===== config.mk =====
export PLATFORM = sky130hd
export DESIGN_NAME = turnaround_ctrl
export DESIGN_NICKNAME = d
export VERILOG_FILES = /design/src/rtl/turnaround_pkg.sv /design/src/rtl/ta_history.sv /design/src/rtl/ta_gap_timer.sv /design/src/rtl/ta_rule_sel.sv /design/src/rtl/turnaround_ctrl.sv
export SDC_FILE = /design/constraint.sdc
export NUM_CORES = 1
export LEC_CHECK = 0
export ABC_AREA = 1
export BUFFER_PORTS_ARGS = -buffer_cell sky130_fd_sc_hd__buf_2
export CORE_MARGIN = 1.5
export CORE_UTILIZATION = 40
export DETAILED_ROUTE_END_ITERATION = 16
export PLACE_DENSITY = 0.68
export SYNTH_ARGS = -nofsm -noshare
export SYNTH_HDL_FRONTEND = slang
export SYNTH_SLANG_ARGS = --single-unit

===== constraint.sdc =====
create_clock -name clk -period 2.4 [get_ports clk]
set_clock_uncertainty 0.05 [all_clocks]
set_input_delay 0.48 -clock clk [delete_from_list [all_inputs] [get_ports clk]]
set_output_delay 0.48 -clock clk [all_outputs]
set_load 0.02 [all_outputs]

===== src/rtl/turnaround_pkg.sv =====
package turnaround_pkg;

   typedef enum logic [1:0] {
      PH_FRESH = 2'd0,
      PH_BUSY  = 2'd1,
      PH_GAP   = 2'd2
   } phase_t;

   typedef struct packed {
      logic wr;
      logic syn;
      logic mx;
   } kind_t;

   localparam int unsigned FIX_ONE   = 1;
   localparam int unsigned FIX_TWO   = 2;
   localparam int unsigned FIX_THREE = 3;

endpackage


===== src/rtl/ta_history.sv =====
module ta_history
   import turnaround_pkg::*;
#(
   parameter int BANK_W = 2
) (
   input  logic              clk,
   input  logic              rst_n,
   input  logic              launch_i,
   input  logic              done_i,
   input  kind_t             kind_i,
   input  logic [BANK_W-1:0] bank_i,
   output phase_t            phase_o,
   output kind_t             kind_o,
   output logic [BANK_W-1:0] bank_o
);

   always_ff @(posedge clk or negedge rst_n) begin
      if (!rst_n) begin
         phase_o <= PH_FRESH;
         kind_o  <= '0;
         bank_o  <= '0;
      end else if (launch_i) begin
         phase_o <= PH_BUSY;
         kind_o  <= kind_i;
         bank_o  <= bank_i;
      end else if (phase_o == PH_BUSY && done_i) begin
         phase_o <= PH_GAP;
      end
   end

endmodule


===== src/rtl/ta_gap_timer.sv =====
module ta_gap_timer #(
   parameter int CNT_W = 4
) (
   input  logic             clk,
   input  logic             rst_n,
   input  logic             restart_i,
   input  logic             run_i,
   output logic [CNT_W-1:0] elapsed_o
);

   localparam logic [CNT_W-1:0] CNT_MAX = '1;

   always_ff @(posedge clk or negedge rst_n) begin
      if (!rst_n) begin
         elapsed_o <= '0;
      end else if (restart_i) begin
         elapsed_o <= '0;
      end else if (run_i && elapsed_o != CNT_MAX) begin
         elapsed_o <= elapsed_o + 1'b1;
      end
   end

endmodule


===== src/rtl/ta_rule_sel.sv =====
module ta_rule_sel
   import turnaround_pkg::*;
#(
   parameter int BANK_W = 2,
   parameter int TURN_W = 4,
   parameter int CNT_W  = 4
) (
   input  kind_t             prev_kind_i,
   input  logic [BANK_W-1:0] prev_bank_i,
   input  logic [TURN_W-1:0] prog_i,
   input  kind_t             next_kind_i,
   input  logic [BANK_W-1:0] next_bank_i,
   output logic [CNT_W-1:0]  need_o
);

   logic same_bank;
   assign same_bank = (prev_bank_i == next_bank_i);

   always_comb begin
      need_o = '0;
      if (!prev_kind_i.syn) begin
         if (prev_kind_i.mx) begin
            need_o = CNT_W'(prog_i);
         end else if (prev_kind_i.wr) begin
            if (!(next_kind_i.wr && same_bank)) need_o = CNT_W'(prog_i);
         end else if (next_kind_i.wr || same_bank) begin
            need_o = CNT_W'(FIX_ONE);
         end
      end else if (prev_kind_i.wr) begin
         if (!next_kind_i.syn) begin
            need_o = CNT_W'(FIX_TWO);
         end else if (next_kind_i.wr && same_bank) begin
            need_o = CNT_W'(FIX_TWO);
         end else begin
            need_o = CNT_W'(FIX_THREE);
         end
      end
   end

endmodule


===== src/rtl/turnaround_ctrl.sv =====
module turnaround_ctrl
   import turnaround_pkg::*;
#(
   parameter int NUM_BANKS = 4,
   parameter int TURN_W    = 4,
   localparam int BANK_W   = (NUM_BANKS > 1) ? $clog2(NUM_BANKS) : 1
) (
   input  logic                        clk,
   input  logic                        rst_n,
   input  logic                        req_valid,
   input  logic                        req_write,
   input  logic                        req_sync,
   input  logic                        req_muxd,
   input  logic [BANK_W-1:0]           req_bank,
   input  logic [NUM_BANKS*TURN_W-1:0] turn_cfg,
   input  logic                        done,
   output logic                        stall,
   output logic                        launch
);

   localparam int CNT_W = TURN_W;

   if (TURN_W < 2) begin : g_bad_turn_w
      $error("TURN_W must hold the fixed gap of 3");
   end
   if (NUM_BANKS < 2 || (NUM_BANKS & (NUM_BANKS - 1)) != 0) begin : g_bad_banks
      $error("NUM_BANKS must be a power of two of at least 2");
   end

   phase_t            phase;
   kind_t             prev_kind;
   kind_t             next_kind;
   logic [BANK_W-1:0] prev_bank;
   logic [CNT_W-1:0]  elapsed;
   logic [CNT_W-1:0]  need;
   logic [TURN_W-1:0] prog;
   logic              gate_open;
   logic              access_end;
   logic [TURN_W-1:0] cfg_arr [NUM_BANKS];

   for (genvar g = 0; g < NUM_BANKS; g++) begin : g_cfg
      assign cfg_arr[g] = turn_cfg[g*TURN_W +: TURN_W];
   end

   assign prog       = cfg_arr[prev_bank];
   assign next_kind  = '{wr: req_write, syn: req_sync, mx: req_muxd};
   assign access_end = (phase == PH_BUSY) && done;

   ta_history #(.BANK_W(BANK_W)) u_hist (
      .clk      (clk),
      .rst_n    (rst_n),
      .launch_i (launch),
      .done_i   (done),
      .kind_i   (next_kind),
      .bank_i   (req_bank),
      .phase_o  (phase),
      .kind_o   (prev_kind),
      .bank_o   (prev_bank)
   );

   ta_gap_timer #(.CNT_W(CNT_W)) u_timer (
      .clk       (clk),
      .rst_n     (rst_n),
      .restart_i (access_end),
      .run_i     (phase == PH_GAP),
      .elapsed_o (elapsed)
   );

   ta_rule_sel #(.BANK_W(BANK_W), .TURN_W(TURN_W), .CNT_W(CNT_W)) u_rule (
      .prev_kind_i (prev_kind),
      .prev_bank_i (prev_bank),
      .prog_i      (prog),
      .next_kind_i (next_kind),
      .next_bank_i (req_bank),
      .need_o      (need)
   );

   assign gate_open = (phase == PH_FRESH) || (phase == PH_GAP && elapsed >= need);
   assign launch    = req_valid && gate_open;
   assign stall     = req_valid && !gate_open;

endmodule


==> reports/results.tsv <==
stage	metric	value	unit
timing	finalCritPeriodShare	115	%
finish	fillers	179	
worst_setup_path	rr_endpoint	u_hist.kind_o[0]	
detailed_routing	wirelength	2170	um
timing	hold_viol	0	
detailed_routing	routed-wl-met3	99	um
worst_setup_path	crit_path_end	stall	
floorplan	boundaryPins	27	
finish	mostFrequentLayoutCells	31 x nand2_1, 24 x buf_2, 13 x inv_1	
pwr	peakVddDrop	0.251	mV
finish	nNetsFinal	196	
detailed_routing	drc	0	
global_route	gr-total-overflow	0	
finish	fin_util	63.3	%
global_route	grt_pass1_vias	836	
global_route	grt_usage	18.1	%
run_status	status	finished with violations	
timing	setup_slack	-0.354	ns
timing	setup_viol	2	
timing	hold-worst-slack	0.0211	ns
timing	period_needed	2.75	ns
detailed_routing	met2WireLength	1020	um
global_route	grt_max_degree	12	
synthesis	ys_types	22	
synthesis	ys_ff_latch	11	
synthesis	synthesis.area	841	um^2
synthesis	yosysWarnings	0	
detailed_routing	drt-met1-wl	1050	um
finish	final_common_cell	nand2_1	
finish	diodes	0	
worst_setup_path	startpoint	u_hist.bank_o[0]	
place	gpl.final_weighted_congestion	0.835	
timing	fmax	363	MHz
synthesis	async_flop_share	100	%
detailed_routing	num_vias	932	
global_route	antenna_found_initial	0	
worst_setup_path	cp.arrival	2.22	ns
synthesis	netlist_instances	121	
flow_run	drv_cap	0	
run_status	violations	setup timing	
timing	tightest_slew	0.318	ns
clock_tree	tritoncts	built	
worst_setup_path	crit_fanout	5	
finish	drive_above_1_share	44.2	%
timing	grt_setup_unrepaired	true	
worst_setup_path	worstPathRequired	1.87	ns
pwr	p_switching	89.2	uW
floorplan	start_util	42.9	%
pwr	p_comb_share	14.8	%
floorplan	die_y	48.8	um
synthesis	synth_area_leaders	dfrtp_1 33%, nand2_1 16%, ha_1 7.4%	
clock_tree	htree_levels	1	
floorplan	dieArea	2390	um^2
synthesis	synthesis.nets	151	
synthesis	synth_top_area_share	32.7	%
worst_setup_path	startpoint_type	flop	
place	hpwl	1560	um
synthesis	synth.largest_area_cell	dfrtp_1	
timing	slew_headroom	78.8	%
worst_setup_path	crit_type	flop to output pin	
pwr	internal_power	278	uW
clock_tree	root_buffer	clkbuf_4	
synthesis	avgSynthCellArea	6.95	um^2
synthesis	ys.flop_type	dfrtp_1	
pwr	powerDensity	296	nW/um^2
worst_setup_path	r2r_cells	16	
floorplan	fp-row-count	16	
pwr	pwr-share-seq	50.4	%
detailed_routing	viasPerCell	4.85	
floorplan	die_width	48.8	um
pwr	clockPowerShare	34.8	%
place	dpl_worst_slack	-0.265	ns
worst_hold_path	hold_class	input pin to asynchronous set/reset pin	
pwr	switching_share	24.3	%
synthesis	synth_edf_count	0	
place	io_buffer_count	26	
detailed_routing	top_layer	met3	
finish	syn_to_final_growth	47.6	%
worst_setup_path	r2r-start	u_hist.bank_o[0]	
worst_setup_path	reg2reg_slack	0.12	ns
clock_tree	cts_buffers	3	
global_route	grt_pass1_wl	3470	um
detailed_routing	drtPass1Iterations	4	
floorplan	core_area	1960	um^2
timing	finalMaxSlewViolations	0	
clock_tree	clk_pin_slew	0.08	ns
clock_tree	clk-insertion-delay-late	0.27	ns
detailed_routing	initialDrtViolationCount	26	
worst_setup_path	endpoint_kind	output pin	
synthesis	yosysSeqAreaShare	32.7	%
pwr	p_leak	0.655	nW
detailed_routing	wl_per_cell	11.3	um
detailed_routing	ant_nets	0	
clock_tree	max-clock-path-buffers	2	
clock_tree	cts_num_sinks	11	
through the flow:
stage	TNS (ns)	power [mW]	instances	area (um^2)
after floorplan	0	0.205	121	860
after global placement	-0.417	0.237	183	1090
after detailed placement	-0.495	0.237	183	1090
after CTS	-0.696	0.367	190	1170
after global routing	-0.864	0.386	192	1240
final	-0.652	0.367	192	1240
routing by layer:
layer	GRT usage [%]	up-vias
met5	0	-
met4	4.29	0
met3	2.76	0
met2	29.5	26
met1	25.2	421
li1	-	485
registers in the layout (all words and copies together), names as in the netlist:
name,cells
u_hist.kind_o,3
u_hist.bank_o,2
u_hist.phase_o,2
u_timer.elapsed_o,4
layout make-up:
class	instances	area (um^2)	area share [%]
well taps	27	33.8	2.72
repair buffers	41	267	21.5
inverters	17	66.3	5.34
clock buffers	4	26.3	2.12
multi-input cells	92	571	46.0
flip-flops and latches	11	278	22.4
how the worst min path moves through the flow:
stage / from / cells past startpoint / end
2_1_floorplan: rst_n / 0 / u_hist.bank_o[0]
3_3_place_gp: rst_n / 1 / u_hist.bank_o[0]
3_5_place_dp: rst_n / 1 / u_hist.bank_o[0]
4_1_cts: rst_n / 1 / u_hist.bank_o[0]
5_1_grt: rst_n / 1 / u_hist.kind_o[0]
6_report: rst_n / 1 / u_hist.bank_o[0]
synthesized netlist by cell type (2+ instances only):
cell / count
nand2_1: 36
inv_1: 15
dfrtp_1: 11
nor2_1: 10
a21oi_1: 9
o21ai_0: 8
ha_1: 5
nand4_1: 5
nand2_2: 4
nand3_1: 4
a22oi_1: 2
inv_2: 2
power by group through the flow:
stage,clock network (mW),logic (mW),registers (mW)
after floorplan,0,0.0163,0.189
after global placement,0,0.0480,0.189
after detailed placement,0,0.0484,0.189
after CTS,0.131,0.0504,0.185
after global routing,0.140,0.0612,0.185
final,0.128,0.0544,0.185
worst max-delay path, cell delays in order (launching register included):
cell      delay [ns]
dfrtp_2         0.46
inv_4           0.09
buf_6           0.10
buf_6           0.09
nand2_2         0.04
a22oi_2         0.14
nand2_1         0.11
ha_4            0.26
a211oi_4        0.22
nand2_2         0.14
a21boi_4        0.17
buf_6           0.12
what timing repair did:
item                       CTS  global route
pin swaps                    3            15
hold buffers                 0             0
hold endpoints to repair     0             0
buffers inserted             3             2
resized for setup            9            20
setup endpoints to repair    2             8
cell families (layout without fill, tap and decap cells):
kind of cell | count (synthesis) | in the layout | share of synthesized area (%)
and+or+nand+nor | 61 | 61 | 32.9
adders and majority gates | 5 | 5 | 7.44
DFF | 11 | 11 | 32.7
AOI/OAI and AO/OA | 26 | 26 | 18.0
buffers and inverters | 18 | 62 | 8.93
No activity file was read; power rests on OpenSTA's default activity.
